--- config.mk ---
export PLATFORM = sky130hd
export DESIGN_NAME = uart_tx_flow
export DESIGN_NICKNAME = d
export VERILOG_FILES = /design/src/rtl/uart_tx_flow_pkg.sv /design/src/rtl/uart_tx_fifo.sv /design/src/rtl/uart_tx_serializer.sv /design/src/rtl/uart_tx_rts_ctrl.sv /design/src/rtl/uart_tx_flow.sv
export SDC_FILE = /design/constraint.sdc
export NUM_CORES = 1
export LEC_CHECK = 0
export ABC_AREA = 1
export CAP_MARGIN = 40
export CORE_MARGIN = 4
export CORE_UTILIZATION = 34
export DETAILED_ROUTE_END_ITERATION = 10
export SETUP_SLACK_MARGIN = 0.4
export SYNTH_ARGS = -nofsm -noshare
export SYNTH_HDL_FRONTEND = slang
export SYNTH_SLANG_ARGS = --single-unit
--- constraint.sdc ---
create_clock -name clk -period 1.95 [get_ports clk]
set_input_delay 0.39 -clock clk [delete_from_list [all_inputs] [get_ports clk]]
set_output_delay 0.39 -clock clk [all_outputs]
set_load 0.02 [all_outputs]
--- src/rtl/uart_tx_flow_pkg.sv ---
package uart_tx_flow_pkg;

  // Phase of the serial frame currently on the line
  typedef enum logic [2:0] {
    PH_IDLE,
    PH_START,
    PH_DATA,
    PH_PAR,
    PH_STOP
  } phase_t;

  // Mode register layout, most significant field first
  typedef struct packed {
    logic       one_x;      // [7] one strobe per bit
    logic       par_en;     // [6] even parity bit
    logic       auto_rts;   // [5] release rtsn after drain
    logic       cts_gate;   // [4] gate starts on ctsn
    logic [3:0] stop_code;  // [3:0] stop length code
  } mode_t;

  localparam int TICKS_PER_BIT = 16;
  localparam int TW            = $clog2(2 * TICKS_PER_BIT) + 1;  // holds up to 32
  localparam int GW            = $clog2(TICKS_PER_BIT) + 1;      // holds up to 16

  function automatic logic [TW-1:0] bit_ticks(input mode_t m);
    if (m.one_x) return TW'(1);
    return TW'(TICKS_PER_BIT);
  endfunction

  // Stop period in strobes: 9..16 for codes 0..7, 25..32 for codes 8..15
  function automatic logic [TW-1:0] stop_ticks(input mode_t m);
    if (m.one_x)
      return m.stop_code[0] ? TW'(2) : TW'(1);
    if (!m.stop_code[3])
      return TW'(9) + TW'(m.stop_code[2:0]);
    return TW'(25) + TW'(m.stop_code[2:0]);
  endfunction

endpackage

--- src/rtl/uart_tx_fifo.sv ---
module uart_tx_fifo #(
  parameter int W     = 8,
  parameter int DEPTH = 8
) (
  input  logic         clk,
  input  logic         rst_n,
  input  logic         push,
  input  logic [W-1:0] wdata,
  input  logic         pop,
  output logic [W-1:0] rdata,
  output logic         full,
  output logic         empty
);

  localparam int AW = (DEPTH > 1) ? $clog2(DEPTH) : 1;
  localparam int CW = $clog2(DEPTH + 1);

  logic [W-1:0]  mem [DEPTH];
  logic [AW-1:0] wr_ptr_q, wr_ptr_d;
  logic [AW-1:0] rd_ptr_q, rd_ptr_d;
  logic [CW-1:0] cnt_q, cnt_d;
  logic          push_ok, pop_ok;

  assign full    = (cnt_q == CW'(DEPTH));
  assign empty   = (cnt_q == '0);
  assign push_ok = push && !full;
  assign pop_ok  = pop && !empty;
  assign rdata   = mem[rd_ptr_q];

  always_comb begin
    wr_ptr_d = wr_ptr_q;
    rd_ptr_d = rd_ptr_q;
    cnt_d    = cnt_q;
    if (push_ok)
      wr_ptr_d = (wr_ptr_q == AW'(DEPTH - 1)) ? '0 : wr_ptr_q + 1'b1;
    if (pop_ok)
      rd_ptr_d = (rd_ptr_q == AW'(DEPTH - 1)) ? '0 : rd_ptr_q + 1'b1;
    unique case ({push_ok, pop_ok})
      2'b10:   cnt_d = cnt_q + 1'b1;
      2'b01:   cnt_d = cnt_q - 1'b1;
      default: cnt_d = cnt_q;
    endcase
  end

  always_ff @(posedge clk or negedge rst_n) begin
    if (!rst_n) begin
      wr_ptr_q <= '0;
      rd_ptr_q <= '0;
      cnt_q    <= '0;
    end else begin
      wr_ptr_q <= wr_ptr_d;
      rd_ptr_q <= rd_ptr_d;
      cnt_q    <= cnt_d;
    end
  end

  // Storage carries no reset; the count guards every read
  always_ff @(posedge clk) begin
    if (push_ok) mem[wr_ptr_q] <= wdata;
  end

endmodule

--- src/rtl/uart_tx_serializer.sv ---
module uart_tx_serializer
  import uart_tx_flow_pkg::*;
#(
  parameter int DATA_W = 8
) (
  input  logic              clk,
  input  logic              rst_n,
  input  logic              tick,
  input  mode_t             mode,
  input  logic              fifo_empty,
  input  logic [DATA_W-1:0] fifo_data,
  input  logic              cts_ok,
  output logic              fifo_pop,
  output logic              txd,
  output logic              line_idle
);

  localparam int IW = (DATA_W > 1) ? $clog2(DATA_W) : 1;

  phase_t            phase_q, phase_d;
  logic [TW-1:0]     cnt_q, cnt_d;
  logic [IW-1:0]     idx_q, idx_d;
  logic [DATA_W-1:0] sh_q, sh_d;
  logic              par_q, par_d;

  logic [TW-1:0]     bt, sl, cnt_inc;
  logic              bit_end, stop_end, can_start, do_load;

  assign bt        = bit_ticks(mode);
  assign sl        = stop_ticks(mode);
  assign cnt_inc   = cnt_q + 1'b1;
  assign bit_end   = (cnt_inc == bt);
  assign stop_end  = (cnt_inc == sl);
  // Flow control is consulted only here, at a character boundary
  assign can_start = !fifo_empty && cts_ok;

  always_comb begin
    phase_d = phase_q;
    cnt_d   = cnt_q;
    idx_d   = idx_q;
    sh_d    = sh_q;
    par_d   = par_q;
    do_load = 1'b0;
    if (tick) begin
      unique case (phase_q)
        PH_IDLE: begin
          if (can_start) do_load = 1'b1;
        end
        PH_START: begin
          if (bit_end) begin
            phase_d = PH_DATA;
            cnt_d   = '0;
            idx_d   = '0;
          end else begin
            cnt_d = cnt_inc;
          end
        end
        PH_DATA: begin
          if (bit_end) begin
            cnt_d = '0;
            if (idx_q == IW'(DATA_W - 1)) begin
              phase_d = mode.par_en ? PH_PAR : PH_STOP;
            end else begin
              idx_d = idx_q + 1'b1;
              sh_d  = sh_q >> 1;
            end
          end else begin
            cnt_d = cnt_inc;
          end
        end
        PH_PAR: begin
          if (bit_end) begin
            phase_d = PH_STOP;
            cnt_d   = '0;
          end else begin
            cnt_d = cnt_inc;
          end
        end
        PH_STOP: begin
          if (stop_end) begin
            if (can_start) begin
              do_load = 1'b1;
            end else begin
              phase_d = PH_IDLE;
              cnt_d   = '0;
            end
          end else begin
            cnt_d = cnt_inc;
          end
        end
        default: phase_d = PH_IDLE;
      endcase
    end
    if (do_load) begin
      phase_d = PH_START;
      cnt_d   = '0;
      idx_d   = '0;
      sh_d    = fifo_data;
      par_d   = ^fifo_data;
    end
  end

  always_ff @(posedge clk or negedge rst_n) begin
    if (!rst_n) begin
      phase_q <= PH_IDLE;
      cnt_q   <= '0;
      idx_q   <= '0;
      sh_q    <= '0;
      par_q   <= 1'b0;
    end else begin
      phase_q <= phase_d;
      cnt_q   <= cnt_d;
      idx_q   <= idx_d;
      sh_q    <= sh_d;
      par_q   <= par_d;
    end
  end

  always_comb begin
    unique case (phase_q)
      PH_START: txd = 1'b0;
      PH_DATA:  txd = sh_q[0];
      PH_PAR:   txd = par_q;
      default:  txd = 1'b1;
    endcase
  end

  assign fifo_pop  = do_load;
  assign line_idle = (phase_q == PH_IDLE);

endmodule

--- src/rtl/uart_tx_rts_ctrl.sv ---
module uart_tx_rts_ctrl
  import uart_tx_flow_pkg::*;
(
  input  logic  clk,
  input  logic  rst_n,
  input  logic  tick,
  input  mode_t mode,
  input  logic  tx_enabled,
  input  logic  drained,
  input  logic  rts_on,
  input  logic  rts_off,
  output logic  rtsn
);

  logic [GW-1:0] gcnt_q, gcnt_d;
  logic [GW-1:0] bt_g;
  logic          rtsn_q, rtsn_d;
  logic          release_now;

  assign bt_g = GW'(bit_ticks(mode));

  // Guard counter: strobes seen since the line and queue became empty.
  // It saturates at one bit time, so the release is a single event.
  always_comb begin
    gcnt_d = gcnt_q;
    if (!drained)
      gcnt_d = '0;
    else if (tick && (gcnt_q < bt_g))
      gcnt_d = gcnt_q + 1'b1;
  end

  assign release_now = drained && tick && (gcnt_q == bt_g - 1'b1) &&
                       mode.auto_rts && !tx_enabled;

  always_comb begin
    rtsn_d = rtsn_q;
    if (rts_on)
      rtsn_d = 1'b0;
    else if (rts_off || release_now)
      rtsn_d = 1'b1;
  end

  always_ff @(posedge clk or negedge rst_n) begin
    if (!rst_n) begin
      gcnt_q <= '0;
      rtsn_q <= 1'b1;
    end else begin
      gcnt_q <= gcnt_d;
      rtsn_q <= rtsn_d;
    end
  end

  assign rtsn = rtsn_q;

endmodule

--- src/rtl/uart_tx_flow.sv ---
module uart_tx_flow
  import uart_tx_flow_pkg::*;
#(
  parameter int DATA_W     = 8,
  parameter int FIFO_DEPTH = 8
) (
  input  logic              clk,
  input  logic              rst_n,
  input  logic              tick_16x,
  input  logic              wr_en,
  input  logic [DATA_W-1:0] wr_data,
  output logic              fifo_full,
  output logic              tx_ready,
  input  logic              cmd_tx_on,
  input  logic              cmd_tx_off,
  input  logic              cmd_rts_on,
  input  logic              cmd_rts_off,
  input  logic              mode_we,
  input  logic [7:0]        mode_wdata,
  input  logic              ctsn,
  output logic              rtsn,
  output logic              txd
);

  logic              rst_s1, rst_n_sync;
  logic              enabled_q, enabled_d;
  mode_t             mode_q, mode_d;
  logic              cts_s1, cts_s2;
  logic              cts_ok;
  logic              push;
  logic              fifo_pop, fifo_empty;
  logic [DATA_W-1:0] fifo_rdata;
  logic              line_idle;

  // Reset: asserted at once, released through two flops
  always_ff @(posedge clk or negedge rst_n) begin
    if (!rst_n) begin
      rst_s1     <= 1'b0;
      rst_n_sync <= 1'b0;
    end else begin
      rst_s1     <= 1'b1;
      rst_n_sync <= rst_s1;
    end
  end

  always_comb begin
    enabled_d = enabled_q;
    if (cmd_tx_off)
      enabled_d = 1'b0;
    else if (cmd_tx_on)
      enabled_d = 1'b1;
    mode_d = mode_we ? mode_t'(mode_wdata) : mode_q;
  end

  always_ff @(posedge clk or negedge rst_n_sync) begin
    if (!rst_n_sync) begin
      enabled_q <= 1'b0;
      mode_q    <= '0;
      cts_s1    <= 1'b1;
      cts_s2    <= 1'b1;
    end else begin
      enabled_q <= enabled_d;
      mode_q    <= mode_d;
      cts_s1    <= ctsn;
      cts_s2    <= cts_s1;
    end
  end

  assign cts_ok   = !mode_q.cts_gate || !cts_s2;
  assign tx_ready = enabled_q && !fifo_full;
  assign push     = wr_en && tx_ready;

  uart_tx_fifo #(
    .W     (DATA_W),
    .DEPTH (FIFO_DEPTH)
  ) u_fifo (
    .clk   (clk),
    .rst_n (rst_n_sync),
    .push  (push),
    .wdata (wr_data),
    .pop   (fifo_pop),
    .rdata (fifo_rdata),
    .full  (fifo_full),
    .empty (fifo_empty)
  );

  uart_tx_serializer #(
    .DATA_W (DATA_W)
  ) u_ser (
    .clk        (clk),
    .rst_n      (rst_n_sync),
    .tick       (tick_16x),
    .mode       (mode_q),
    .fifo_empty (fifo_empty),
    .fifo_data  (fifo_rdata),
    .cts_ok     (cts_ok),
    .fifo_pop   (fifo_pop),
    .txd        (txd),
    .line_idle  (line_idle)
  );

  uart_tx_rts_ctrl u_rts (
    .clk        (clk),
    .rst_n      (rst_n_sync),
    .tick       (tick_16x),
    .mode       (mode_q),
    .tx_enabled (enabled_q),
    .drained    (line_idle && fifo_empty),
    .rts_on     (cmd_rts_on),
    .rts_off    (cmd_rts_off),
    .rtsn       (rtsn)
  );

endmodule

[Word level (Yosys, flattened, before mapping)]
Memory sizes are Yosys's and may differ from the RTL's.
Cells that the tools add are included.
Word-level totals
  output and inout port bits: 4
  memories: 1
  register bits: 50
  bits in writable memories: 64
Memory list
  u_fifo.mem: words 8, width 8, rd ports 1, clocked after memory_dff 0, wr ports 1, line uart_tx_fifo.sv:18  | logic [W-1:0] mem [DEPTH];
Operators by class
  eq/ne operators: 24
  mux-type cells: 53
  order comparisons: 1
  add/sub/neg operators: 10
  reductions and logical operators: 34
Operators by type and width (count)
  6-bit two-way mux: 11
  3-bit two-way mux: 16
  8-bit two-way mux: 5
  3-bit by 2-bit inequality test with 1-bit output, second input constant: 5
  3-bit case mux with 5 select lines: 1
  3-bit == test, second input constant: 4
  6-bit == test: 2
  1-bit two-way mux: 12
  6-bit case mux with 2 select lines: 1
  2-bit nonzero test: 6
  1-bit logical AND: 11
  5-bit two-way mux: 2
  3-bit by 1-bit adder with 3-bit output, second input constant: 3
  4-bit case mux with 2 select lines: 1
  8-bit AND reduction: 1
  8-bit XOR reduction: 1
  5-bit by 3-bit adder with 6-bit output, first input constant: 1
  6-bit by 1-bit adder with 6-bit output, second input constant: 1
  3-bit by 2-bit == test with 1-bit output, second input constant: 2
  3-bit inequality test, second input constant: 2
  3-bit case mux with 2 select lines: 1
  3-bit nonzero test: 2
  4-bit by 3-bit adder with 5-bit output, first input constant: 1
  5-bit by 1-bit adder with 5-bit output, second input constant: 1
  other kinds (23): 29

[Longest topological paths before layout]
  depth in word-level cells: 12
  depth in mapped cells: 21
  depth with buffers taken out: 20

[Cells and area by module]
From an unflattened synthesis, not the netlist that was laid out.
Unflattened totals
  cells, all modules: 643
  area total of the unflattened synthesis: 5835.6 sq um
Modules (own cells, without submodules)
  uart_tx_fifo: seq. area each 2172.1 sq um, cells an instance 301, area each 3266.9 sq um, times used 1
  uart_tx_serializer: seq. area each 525.5 sq um, cells an instance 229, area each 1639.1 sq um, times used 1
  uart_tx_flow: seq. area each 327.8 sq um, cells an instance 50, area each 474.2 sq um, times used 1
  uart_tx_rts_ctrl: seq. area each 151.4 sq um, cells an instance 63, area each 455.4 sq um, times used 1

[Least setup slack after synthesis]
Ideal clock, no wire load.
  path kind: flip-flop to flip-flop
  from: register mode_q[0] (netlist name)
  to: register u_fifo.cnt_q[2]
  data required time: 1.831 ns
  data arrival time: 2.622 ns
  setup time: 0.119 ns
  setup slack: -0.791 ns
  stages on the path, launching flop included: 21
  cell sequence: dfrtp_1 -> ha_1 -> ha_1 -> or2_1 -> nand3_1 -> inv_2 -> nand2_1 -> nand2_1 -> nor2_2 -> nand2_2 -> nand2_2 -> nand2_2 -> buf_12 -> inv_4 -> ha_1 -> xor2_1 -> ha_1 -> a21oi_1 -> a21oi_1 -> o21ai_0 -> o21a_1
On the way
  cells in the longest elaborated chain, start to end: 12
  elaborated cells between the ends (all ways): 16
  those cells by class: 2 x add/sub; 3 x eq/ne; 9 x mux; 2 x reduce/logical
RTL lines
  start, declared: line uart_tx_flow.sv:27  | mode_t mode_q, mode_d;
  start signal, assigned: line uart_tx_flow.sv:63  | mode_q <= mode_d;
  parallel branches: the longest is 4 deep, another holds 4-bit by 3-bit adder with 5-bit output
  6-bit two-way mux *: line uart_tx_flow_pkg.sv:34  | if (!m.stop_code[3])
  6-bit == test *: line uart_tx_serializer.sv:33  | assign stop_end = (cnt_inc == sl);
  1-bit two-way mux *: line uart_tx_serializer.sv:80  | if (stop_end) begin
  1-bit case mux with 2 select lines *: line uart_tx_serializer.sv:45  | unique case (phase_q)
  1-bit two-way mux *: line uart_tx_serializer.sv:44  | if (tick) begin
  1-bit logical AND *: line uart_tx_fifo.sv:27  | assign pop_ok = pop && !empty;
  named net u_fifo.pop_ok: line uart_tx_fifo.sv:22  | logic push_ok, pop_ok;
  2-bit by 1-bit == test with 1-bit output or 2-bit == test (tied branches): line uart_tx_fifo.sv:38  | unique case ({push_ok, pop_ok})
  4-bit case mux with 2 select lines or 2-bit nonzero test (tied branches)
  end signal, assigned: line uart_tx_fifo.sv:53  | cnt_q <= cnt_d;
  end, declared: line uart_tx_fifo.sv:21  | logic [CW-1:0] cnt_q, cnt_d;
Mark *: on every way through the listed nets, which the timed path passes. The select of a mux whose other input is x is not followed.
A chain may end at the register's enable or synchronous reset.

[Worst setup path in the final report]
  from: register mode_q[1] (netlist name)
  to: register u_fifo.cnt_q[3]
On the way
  cells in the longest elaborated chain, start to end: 11
  elaborated cells between the ends (all ways): 14
  those cells by class: 2 x add/sub; 3 x eq/ne; 7 x mux; 2 x reduce/logical
RTL lines
  4-bit by 3-bit adder with 5-bit output: line uart_tx_flow_pkg.sv:35  | return TW'(9) + TW'(m.stop_code[2:0]);
  6-bit two-way mux: line uart_tx_flow_pkg.sv:34
  6-bit two-way mux *: line uart_tx_flow_pkg.sv:36  | return TW'(25) + TW'(m.stop_code[2:0]);
  6-bit two-way mux *: line uart_tx_flow_pkg.sv:34
  6-bit == test *: line uart_tx_serializer.sv:33
  1-bit two-way mux *: line uart_tx_serializer.sv:80
  1-bit case mux with 2 select lines *: line uart_tx_serializer.sv:45
  1-bit two-way mux *: line uart_tx_serializer.sv:44
  1-bit logical AND *: line uart_tx_fifo.sv:27
  named net u_fifo.pop_ok: line uart_tx_fifo.sv:22
  2-bit by 1-bit == test with 1-bit output or 2-bit == test (tied branches): line uart_tx_fifo.sv:38
  4-bit case mux with 2 select lines or 2-bit nonzero test (tied branches)
The timed path passes the listed nets; every way through them passes the cells marked *.

==> flow_summary.ini <==
[cells_and_area]
final_util = 0.501
stdcell_count = 993
num_antenna_cells = 0
drive_above_1_share = 0.339
area_delta_synth_final_pct = 44.8
nets = 801

[worst_hold_path]
holdCritPathClass = in -> async

[detailed_routing]
route.detailed.drc = 0
drt_iter0_markers = 257
avgViaCountPerCell = 4.79
drt-total-wl_microns = 14000
wl_per_cell_microns = 14.1
detail-route-antenna-nets = 0
dr.pass1.iters = 5
num_vias = 4760

[logic_synthesis]
yosysTopAreaCellShare = 0.335
synth_fp_nets = 671
synth_xor_area_frac = 0.00763
synth-edff-count = 64
synthSimpleGateAreaFrac = 0.214
async_flop_share = 0.439
synth_seq_cells = 114
synth_top_family_by_area = simple AND/OR/NAND/NOR gates
syn_area_sq_um = 5740
seq_area_frac_synth = 0.554
muxShareOfSynthArea = 0.00785
avgSynthCellArea_sq_um = 9.11
yosys-top-cells-area = edfxtp_1 33%, dfrtp_1 20%, nand2_1 8.9%
synthCells = 630
synthAdderAreaFrac = 0.0327
ys.flop_type = edfxtp_1
synth_cell_type_count = 48
yosysTopAreaCell = edfxtp_1
ys_warn_count = 0
synth_compound_area_frac = 0.117

[setup_path]
worstPathArrival_ns = 2.88
worstSetupPathType = reg -> reg
cp_top_family = simple AND/OR/NAND/NOR gates
cp-end-kind = register
crit_chain = ha_2 > ha_4 > or2_1 > nand3_2 > inv_2 > nand2_1 > nand2_1 > nor2_2 > nand2_2 > nand2_4 > nand2_4 > inv_8 > ha_4 > xor2_4 > buf_4 > nand3_2 > a21oi_2 > o21ai_1 > xor2_1
cp_slowest_stage_delay_ns = 0.38
cp_max_fo = 3
path_buf_inv = 3
start_kind = register
worstPathRequired_ns = 2.25
crit_slowest_cell = dfrtp_1

[die]
start_util = 0.346
row_count = 47
die_w_microns = 138
die-height_microns = 138
core_sq_um = 16600
die_area_sq_um = 19000
io_pins = 30

[sta]
tightest_slew_ns = 0.514
fin_crit_sh = 1.32
slew_viol_final = 0
setup_viol = 25
relSlewSlack = 0.657
worst_slack_ns = -0.624
rsz0062_at_grt = true
finClkSkew_ns = 0.0122
fmax_ghz = 0.388
setup_tns_ns = -8.39
finalHoldViolCount = 0
period_minus_slack_ns = 2.57
hold_ws_ns = 0.131

[power]
total_leakage_power_nw = 3.50
powerDensity_nw_per_um2 = 1510
power_mw = 12.6
ir_drop_v = 0.00117

[outcome]
violations = negative setup slack
status = complete, but fails checks

[global_routing]
grt_pass1_vias = 4791
grt_use_total = 0.157
grt_remaining_overflow = 0
grt_first_pass_wirelength_microns = 22800
antenna_found_initial = 0
grt_max_degree = 26

[clock_tree]
htree_num_levels = 4
clock-sinks = 114
tritoncts = yes
cts_buffers = 17
clock_latency_ns = 0.42
clock_path_buffers = 2
ctsRootBufferMaster = clkbuf_16
path_clk_slew_ns = 0.06

[place]
port_buffers = 29
gp_congestion = 0.828
hpwl_microns = 9320
place_inst = 921

[job]
max_cap_viol_count = 0
[routing by layer]
layer | track usage | routed length [microns] | vias up
met5 | 0 | 0 | -
met4 | 0.0587 | 176 | 0
met3 | 0.0363 | 463 | 15
met2 | 0.278 | 7530 | 66
met1 | 0.184 | 5870 | 2306
li1 | - | - | 2373
[cell families after synthesis]
family                   Yosys count
AO/OA/AOI/OAI                    121
XOR/XNOR                           5
adder cells (fa/ha/maj)           15
buffers and inverters             91
flip-flops                       114
multiplexers                       4
other                              1
AND/OR/NAND/NOR                  279
[where the power goes]
group          total, mW  internal, mW  switching, mW
clock network       3.13          1.91           1.21
registers           3.24          2.95          0.291
logic               6.22          2.77           3.45
total               12.6          7.63           4.95
[state kept, by name, summed over array words and instances, names as in the netlist]
signal,cells
cts_s2,1
u_ser.sh_q,8
rst_s1,1
u_fifo.wr_ptr_q,3
u_rts.rtsn,1
u_ser.par_q,1
rst_n_sync,1
mode_q,8
u_fifo.cnt_q,4
cts_s1,1
u_rts.gcnt_q,5
u_ser.phase_q,3
u_ser.idx_q,3
u_fifo.rd_ptr_q,3
u_ser.cnt_q,6
u_fifo.mem,64
enabled_q,1
[timing repair]
item                                   in CTS  in global routing
buffers inserted                           22                 16
endpoints found under the hold margin       0                  0
resized for setup                          78                 65
hold buffers                                0                  0
gates cloned                                1                  1
setup endpoints to repair                 102                102
pin swaps                                  31                 30
[cell usage in the layout (no fill, tap or decap), types with 4 or more instances in the layout]
master	count
clkbuf_16	18
clkdlybuf4s50_1	25
a21oi_2	9
ha_1	7
nand3_2	10
o21ai_0	43
nand4_1	9
buf_4	67
nand2_1	117
inv_6	4
nand2_2	16
nand3_1	18
nand2_4	7
buf_6	17
dfrtp_1	45
clkinv_4	4
o21ai_1	35
nor2_4	13
a21oi_1	6
nor2_2	6
nor2_1	66
edfxtp_1	64
ha_4	7
o21ai_2	9
buf_12	12
inv_8	4
inv_1	54
nand2_8	4
mux2_2	4
o22ai_1	4
inv_2	16
[per-stage QoR]
stage | area (sq um) | setup WS (ns)
after floorplan | 5880 | -0.582
after global placement | 6810 | -0.476
after detailed placement | 6810 | -0.597
after CTS | 7920 | -0.546
after global routing | 8310 | -0.769
final | 8310 | -0.624
[path summary, 6_finish.rpt]
path / start / end / slack (ns) / cells past startpoint
setup / recovery: mode_q[1]$_DFFE_PN0P_ / u_fifo.cnt_q[3]$_DFFE_PN0P_ / -0.62 / 19
hold / removal: rst_n / rst_s1$_DFF_PN0_ / 0.13 / 1
setup reg to reg: mode_q[1]$_DFFE_PN0P_ / u_fifo.cnt_q[3]$_DFFE_PN0P_ / -0.62 / 19
hold reg to reg: rst_n_sync$_DFF_PN0_ / u_fifo.wr_ptr_q[1]$_DFFE_PN0P_ / 0.23 / 0
max in group asynchronous: rst_n_sync$_DFF_PN0_ / cts_s1$_DFF_PN1_ / 1.05 / 1
min in group clk: cts_s1$_DFF_PN1_ / cts_s2$_DFF_PN1_ / 0.36 / 0
[synthesized netlist by cell type, types with 2 or more instances]
cell type,count
nand2_1,136
nor2_1,81
edfxtp_1,64
inv_1,63
o21ai_0,58
dfrtp_1,47
o21ai_1,27
nand3_1,26
ha_1,15
a21oi_1,13
inv_2,11
buf_2,10
nand4_1,9
o22ai_1,7
nand2_2,5
nor3_1,5
mux2_2,4
dfstp_2,3
nand3_2,3
nor2_2,3
o211ai_1,3
o21ai_2,3
xnor2_1,3
a21oi_2,2
buf_4,2
clkbuf_1,2
nand2_4,2
or2_2,2
xor2_1,2
[cell type report]
class | instances | area, sq um
Tap cell | 220 | 275
Multi-Input combinational cell | 425 | 2670
Clock inverter | 15 | 173
Fill cell | 1488 | 8270
Clock buffer | 17 | 425
Timing Repair Buffer | 127 | 1290
Inverter | 75 | 304
Sequential cell | 114 | 3180
(Power assumes the default switching activity.)
